## config.mk

```make
export PLATFORM = sky130hd
export DESIGN_NAME = desc_wb_engine
export DESIGN_NICKNAME = d
export VERILOG_FILES = /design/src/rtl/desc_wb_pkg.sv /design/src/rtl/desc_wb_count.sv /design/src/rtl/desc_wb_head.sv /design/src/rtl/desc_wb_addr.sv /design/src/rtl/desc_wb_engine.sv
export SDC_FILE = /design/constraint.sdc
export NUM_CORES = 1
export LEC_CHECK = 0
export BUFFER_PORTS_ARGS = -buffer_cell sky130_fd_sc_hd__buf_2
export CORE_UTILIZATION = 49
export CTS_BUF_LIST = sky130_fd_sc_hd__clkbuf_2
export DETAILED_ROUTE_END_ITERATION = 6
export PLACE_DENSITY = 0.78
export SLEW_MARGIN = 20
export SYNTH_ARGS = -nofsm -noshare
export SYNTH_HDL_FRONTEND = slang
export SYNTH_HIERARCHICAL = 1
export SYNTH_SLANG_ARGS = --single-unit
```

## constraint.sdc

```tcl
create_clock -name clk -period 4.5 [get_ports clk]
set_input_delay 1.125 -clock clk [delete_from_list [all_inputs] [get_ports clk]]
set_output_delay 1.125 -clock clk [all_outputs]
set_load 0.01 [all_outputs]
```

## src/rtl/desc_wb_pkg.sv

```systemverilog
package desc_wb_pkg;
  typedef enum logic {
    WB_IDLE = 1'b0,
    WB_BUSY = 1'b1
  } wb_state_e;
endpackage

```

## src/rtl/desc_wb_count.sv

```systemverilog
module desc_wb_count #(
  parameter int IW = 4,
  localparam int CW = IW + 1
) (
  input  logic [CW-1:0] used_i,
  input  logic [IW-1:0] head_i,
  input  logic [CW-1:0] len_i,
  input  logic [CW-1:0] mask_i,
  output logic [CW-1:0] cnt_o,
  output logic          wraps_o
);
  logic [CW:0]   total;
  logic [CW-1:0] head_ext;

  assign head_ext = {1'b0, head_i};
  assign total    = {1'b0, used_i} + {1'b0, head_ext};
  assign wraps_o  = total >= {1'b0, len_i};
  assign cnt_o    = wraps_o ? (len_i - head_ext) : (used_i & ~mask_i);
endmodule

```

## src/rtl/desc_wb_head.sv

```systemverilog
module desc_wb_head #(
  parameter int IW = 4,
  localparam int CW = IW + 1
) (
  input  logic [IW-1:0] head_i,
  input  logic [CW-1:0] cnt_i,
  input  logic [CW-1:0] len_i,
  output logic [IW-1:0] head_nxt_o
);
  function automatic logic [IW-1:0] advance(input logic [IW-1:0] h,
                                            input logic [CW-1:0] c,
                                            input logic [CW-1:0] l);
    logic [CW:0] s;
    s = {2'b00, h} + {1'b0, c};
    if (s >= {1'b0, l}) s = s - {1'b0, l};
    return s[IW-1:0];
  endfunction

  assign head_nxt_o = advance(head_i, cnt_i, len_i);
endmodule

```

## src/rtl/desc_wb_addr.sv

```systemverilog
module desc_wb_addr #(
  parameter int AW = 32,
  parameter int IW = 4,
  parameter int DESC_BYTES = 16
) (
  input  logic [AW-1:0] base_i,
  input  logic [IW-1:0] head_i,
  output logic [AW-1:0] addr_o
);
  localparam bit IS_POW2 = (DESC_BYTES & (DESC_BYTES - 1)) == 0;
  localparam int SHIFT   = $clog2(DESC_BYTES);

  generate
    if (IS_POW2) begin : g_shift
      assign addr_o = base_i + (AW'(head_i) << SHIFT);
    end else begin : g_mult
      assign addr_o = base_i + AW'(head_i) * AW'(DESC_BYTES);
    end
  endgenerate
endmodule

```

## src/rtl/desc_wb_engine.sv

```systemverilog
module desc_wb_engine #(
  parameter int AW = 32,
  parameter int IW = 4,
  parameter int DESC_BYTES = 16,
  localparam int CW = IW + 1
) (
  input  logic          clk,
  input  logic          rst_n,
  input  logic [AW-1:0] ring_base_i,
  input  logic [CW-1:0] ring_len_i,
  input  logic [CW-1:0] used_cnt_i,
  input  logic          wb_req_i,
  input  logic [CW-1:0] wb_mask_i,
  output logic          dma_req_o,
  output logic [AW-1:0] dma_addr_o,
  output logic [CW-1:0] dma_cnt_o,
  input  logic          dma_done_i,
  output logic [IW-1:0] head_o,
  output logic          pop_o,
  output logic [CW-1:0] pop_cnt_o,
  input  logic          fetch_idle_i,
  output logic          fetch_kick_o,
  output logic          busy_o
);
  import desc_wb_pkg::*;

  wb_state_e     state_q;
  logic          more_q;
  logic          replay_q;
  logic          dma_req_q;
  logic [CW-1:0] mask_q;
  logic [CW-1:0] cnt_q;
  logic [IW-1:0] head_q;
  logic [AW-1:0] addr_q;

  // named internal events
  logic          busy;
  logic          done_fire;
  logic          start_eval;
  logic          issue;
  logic          narrower_req;
  logic          merged_more;
  logic [CW-1:0] eff_mask;
  logic [CW-1:0] calc_cnt;
  logic          calc_wraps;
  logic [IW-1:0] head_nxt;
  logic [AW-1:0] calc_addr;

  assign busy         = (state_q == WB_BUSY);
  assign done_fire    = dma_done_i && busy && !dma_req_q;
  assign narrower_req = wb_req_i && (wb_mask_i < mask_q);
  assign start_eval   = !busy && (wb_req_i || replay_q);
  assign eff_mask     = replay_q ? (narrower_req ? wb_mask_i : mask_q) : wb_mask_i;
  assign issue        = start_eval && (calc_cnt != '0);
  assign merged_more  = more_q || narrower_req;

  desc_wb_count #(.IW(IW)) u_count (
    .used_i  (used_cnt_i),
    .head_i  (head_q),
    .len_i   (ring_len_i),
    .mask_i  (eff_mask),
    .cnt_o   (calc_cnt),
    .wraps_o (calc_wraps)
  );

  desc_wb_head #(.IW(IW)) u_head (
    .head_i     (head_q),
    .cnt_i      (cnt_q),
    .len_i      (ring_len_i),
    .head_nxt_o (head_nxt)
  );

  desc_wb_addr #(.AW(AW), .IW(IW), .DESC_BYTES(DESC_BYTES)) u_addr (
    .base_i (ring_base_i),
    .head_i (head_q),
    .addr_o (calc_addr)
  );

  always_ff @(posedge clk) begin
    if (!rst_n) begin
      state_q   <= WB_IDLE;
      more_q    <= 1'b0;
      replay_q  <= 1'b0;
      dma_req_q <= 1'b0;
      mask_q    <= '0;
      cnt_q     <= '0;
      head_q    <= '0;
      addr_q    <= '0;
    end else begin
      dma_req_q <= issue;
      replay_q  <= done_fire && merged_more;
      if (busy) begin
        if (narrower_req) mask_q <= wb_mask_i;
        if (done_fire) begin
          state_q <= WB_IDLE;
          head_q  <= head_nxt;
          more_q  <= 1'b0;
        end else if (narrower_req) begin
          more_q <= 1'b1;
        end
      end else if (issue) begin
        state_q <= WB_BUSY;
        cnt_q   <= calc_cnt;
        addr_q  <= calc_addr;
        more_q  <= calc_wraps;
        mask_q  <= eff_mask;
      end else if (start_eval) begin
        more_q <= 1'b0;
        mask_q <= eff_mask;
      end
    end
  end

  assign dma_req_o    = dma_req_q;
  assign dma_addr_o   = addr_q;
  assign dma_cnt_o    = cnt_q;
  assign head_o       = done_fire ? head_nxt : head_q;
  assign pop_o        = done_fire;
  assign pop_cnt_o    = done_fire ? cnt_q : '0;
  assign fetch_kick_o = done_fire && fetch_idle_i;
  assign busy_o       = busy;
endmodule

```

==> results.md <==
- Skew-Pair Late Insertion Delay: approximately 0.45 ns
- Cell with the largest stage delay on the worst path: dfxtp_4
- Slew HR: 50.2%
- Clock-pin slew on the worst setup and hold paths: about 0.30 ns
- YS warnings: 6
- Post-synth EDFFs: 0
- DRT Pass-1 Iters: 4
- Cts bufs inserted: 5
- Status: finished, violations left
- Unique masters post-synth: 55
- RR Startpoint: head_q[0]
- PD cells: 266 nW/um^2
- Diode count: 0
- Post-Synth Simple-Gate Area: 23.7%
- Via count: 3537
- Layout cells sized above 1: 36.3%
- Sw Share: 36.5%
- Reg-to-reg endpoint: dma_addr_o[15]
- WS Path Type: reg -> out
- Hold_sp: dma_addr_o[2]
- # DRC: 0
- Max Cap Viol: 0
- Critical Path Fanout Max: 3
- Primary FF master, synth: dfxtp_1
- Initial drt markers: 130
- Die area: about 8400 um^2
- Top cell family by delay on the critical path: compound AO/OA/AOI/OAI gates
- Worst reg2reg setup slack: ~0.55 ns
- Area Overhead vs Synth: 21.1%
- Tcrit/Tclk final: 101%
- First-pass GRT wire length: 15.9 mm
- Largest family of logic cells by synthesized area: simple AND/OR/NAND/NOR gates
- Failing checks: setup timing
- Final TNS setup: -0.0773 ns
- HPWL Detailed: 7.35 mm
- WHS Endpoint: dma_addr_o[2]
- Synth Register Bits: 50
- Nets: 654
- Fmax: 0.220 GHz
- Critical path capture point type: output pin
- Sequential power share: around 40%
- Register area share after synthesis: 25.5%
- Slew Limit Fails: 0
- Fill cell count: 702
- GRT Overall Usage: between 20% and 30%
- CP max stage delay: 0.43 ns
- Fin crit period: 4.54 ns
- Vias in the first global route: between 3000 and 4000
- RSZ-0062 raised after global routing: true
- WL per Instance: 14.4 um
- Largest net degree at the start of global routing: 34
- Synthesized instance count: ~460
- Worst-margin pin slew: 0.743 ns
- R2r worst-path depth: 15
- Post-synth top cells: 76 x nand2_1, 50 x dfxtp_1, 32 x inv_1
- Mean Syn Cell Area: 8.49 um^2
- Worst Path Required: 3.38 ns
- Die span in y: 91.6 um
- Final antenna-violating net count: 0
- Fin. Hold Viols: 0
- CTS Root Buffer Type: clkbuf_2
- Critical Path AT: 3.42 ns
- Crit-path cells: ha_1 -> a21o_1 -> a21oi_1 -> xnor2_1 -> ha_1 -> a21oi_2 -> o22ai_2 -> a2111oi_4 -> mux2_4 -> mux2_4 -> buf_6
- Initial antenna violation count: 0
- Syn_nets: 551
- Pint: 0.805 mW
- # rows: 32
- GP Congestion: approximately 0.83
- Vias per cell: 5.29
- Synth area leader: dfxtp_1
- Hold Buf Count CTS: 0
- Core area: a little under 8000 um^2
- HP Class: reg -> reg
- Io pins: 102
- Total gr overflow: 0
- Clk pwr share: 20.6%
- Final setup vio count: 2
- Leak: 2.26 nW
- Mux cell area share after synthesis: approximately 4.8%
- Worst Hold Depth: 2
- Switching Power: ~0.46 mW
- Port bufs: 101
- Synth Area in Adders: 12.4%
- Pwr Total: 1.27 mW
- CTS H-tree lvls: 2
- Combinational share of power: 38.3%
- Post-synth top area share: 25.5%
- WP buf/inv: 1
- Compound-Gate Fraction of Synth Area: 18.5%
- Critical path startpoint category: flop
- Die X: 91.6 um
- Initial core utilization: 50.9%
- Top-count cell post-synth: nand2_1
- Clock tree sinks: 50
- Xor/xnor share of the synthesized area: 8.02%
- Setup Skew: 0.0261 ns
- Final WL: just under 10 mm
- Worst vdd ir: 0.000179 V
- Synth top area cells: dfxtp_1 25%, ha_1 9.9%, nand2_1 7.3%, xor2_1 5.1%, a21oi_2 4.9%
- Clock Tree Buf Depth: 2
- Setup WS post-layout: -0.0432 ns
- Mapped cell area: 3930 um^2
- Synth async-reset ratio: 0%
- CTS tree: done
-- flip-flops by register name (all words and copies together), names as in the netlist --
register	count
dma_addr_o	32
dma_cnt_o	5
mask_q	5
head_q	4
busy_o	1
dma_req_o	1
more_q	1
replay_q	1
-- per-layer routing --
| metal | GRT usage [%] | up-vias | share of wire [%] |
|---|---|---|---|
| met5 | 0 | - | 0 |
| met4 | 7.14 | 0 | 2.0 |
| met3 | 4.19 | 17 | 4.4 |
| met2 | 42.3 | 90 | 50 |
| met1 | 28.2 | 1660 | 44 |
| li1 | - | 1770 | - |
-- repair_timing --
action,CTS,global route
resized for setup,23,0
buffers inserted,6,1
hold endpoints to repair,0,0
pin swaps,6,5
endpoints found under the setup margin,4,4
-- power groups by stage --
| stage | sequential (mW) | clock, mW | combinational (mW) |
|---|---|---|---|
| 3_3_place_gp | 0.528 | 0 | 0.446 |
| 4_1_cts | 0.521 | 0.267 | 0.484 |
| 3_5_place_dp | 0.530 | 0 | 0.460 |
| 2_1_floorplan | 0.539 | 0 | 0.304 |
| 5_1_grt | 0.528 | 0.287 | 0.534 |
| 6_report | 0.521 | 0.261 | 0.485 |
-- worst reg2reg max path, delay by kind of cell (launching register included) --
kind | cells | cell delay, ns
and+or+nand+nor | 3 | 0.99
AOI/OAI and AO/OA | 5 | 0.90
adders and majority gates | 3 | 0.86
DFF | 1 | 0.41
buffers and inverters | 2 | 0.37
xor gates and xnor gates | 1 | 0.18
muxes | 1 | 0.16
-- worst max path at each step --
stage,startpoint,to,cells past startpoint
CTS,head_q[0],head_o[2],12
global placement,used_cnt_i[0],busy_o,15
finish,head_q[1],head_o[3],11
floorplan,used_cnt_i[0],dma_addr_o[17],15
global route,dma_cnt_o[0],head_o[3],12
detailed placement,used_cnt_i[0],dma_addr_o[15],15
-- per-stage QoR --
step	instances	hold WS, ns	util (%)	setup slack (ns)	area [um^2]
CTS	668	0.479	61.5	-0.0851	4750
detailed placement	654	0.451	58.8	-0.120	4540
finish	669	0.474	61.6	-0.0432	4760
floorplan	463	0.432	-	0.0995	3930
global route	669	0.494	61.6	-0.151	4760
global placement	654	0.440	58.8	-0.0360	4540
-- logic make-up after synthesis --
group | after synthesis
muxes | 18
buffers and inverters | 57
xor gates and xnor gates | 36
adders and majority gates | 36
and+or+nand+nor | 174
DFF | 50
AOI/OAI and AO/OA | 92
-- final cells by class --
cell class                 count  area (um^2)  area share, %
multi-input combinational    356         2710           56.8
sequential                    50         1010           21.2
timing repair buffer         121          722           15.2
tap                          102          128           2.68
inverter                      32          120           2.52
clock inverter                 3         48.8           1.03
clock buffer                   5         25.0          0.526
-- placed cells by master (no fill, tap or decap), drive strengths merged, types with 2 or more instances in the layout --
cell,count
buf,121
nand2,96
dfxtp,50
a21oi,47
inv,33
ha,31
xor2,23
nor2,14
xnor2,13
mux2i,12
nand2b,11
o211ai,11
nor3,10
a21o,9
and3,8
nand3,7
and2,6
mux2,6
clkbuf,5
fa,5
and4,5
nor2b,4
o21a,4
nand4,4
o21ai,4
nor4b,3
or3,3
a22oi,2
nor3b,2
a2bb2oi,2
Note: power is estimated with default switching activity, not from simulation.
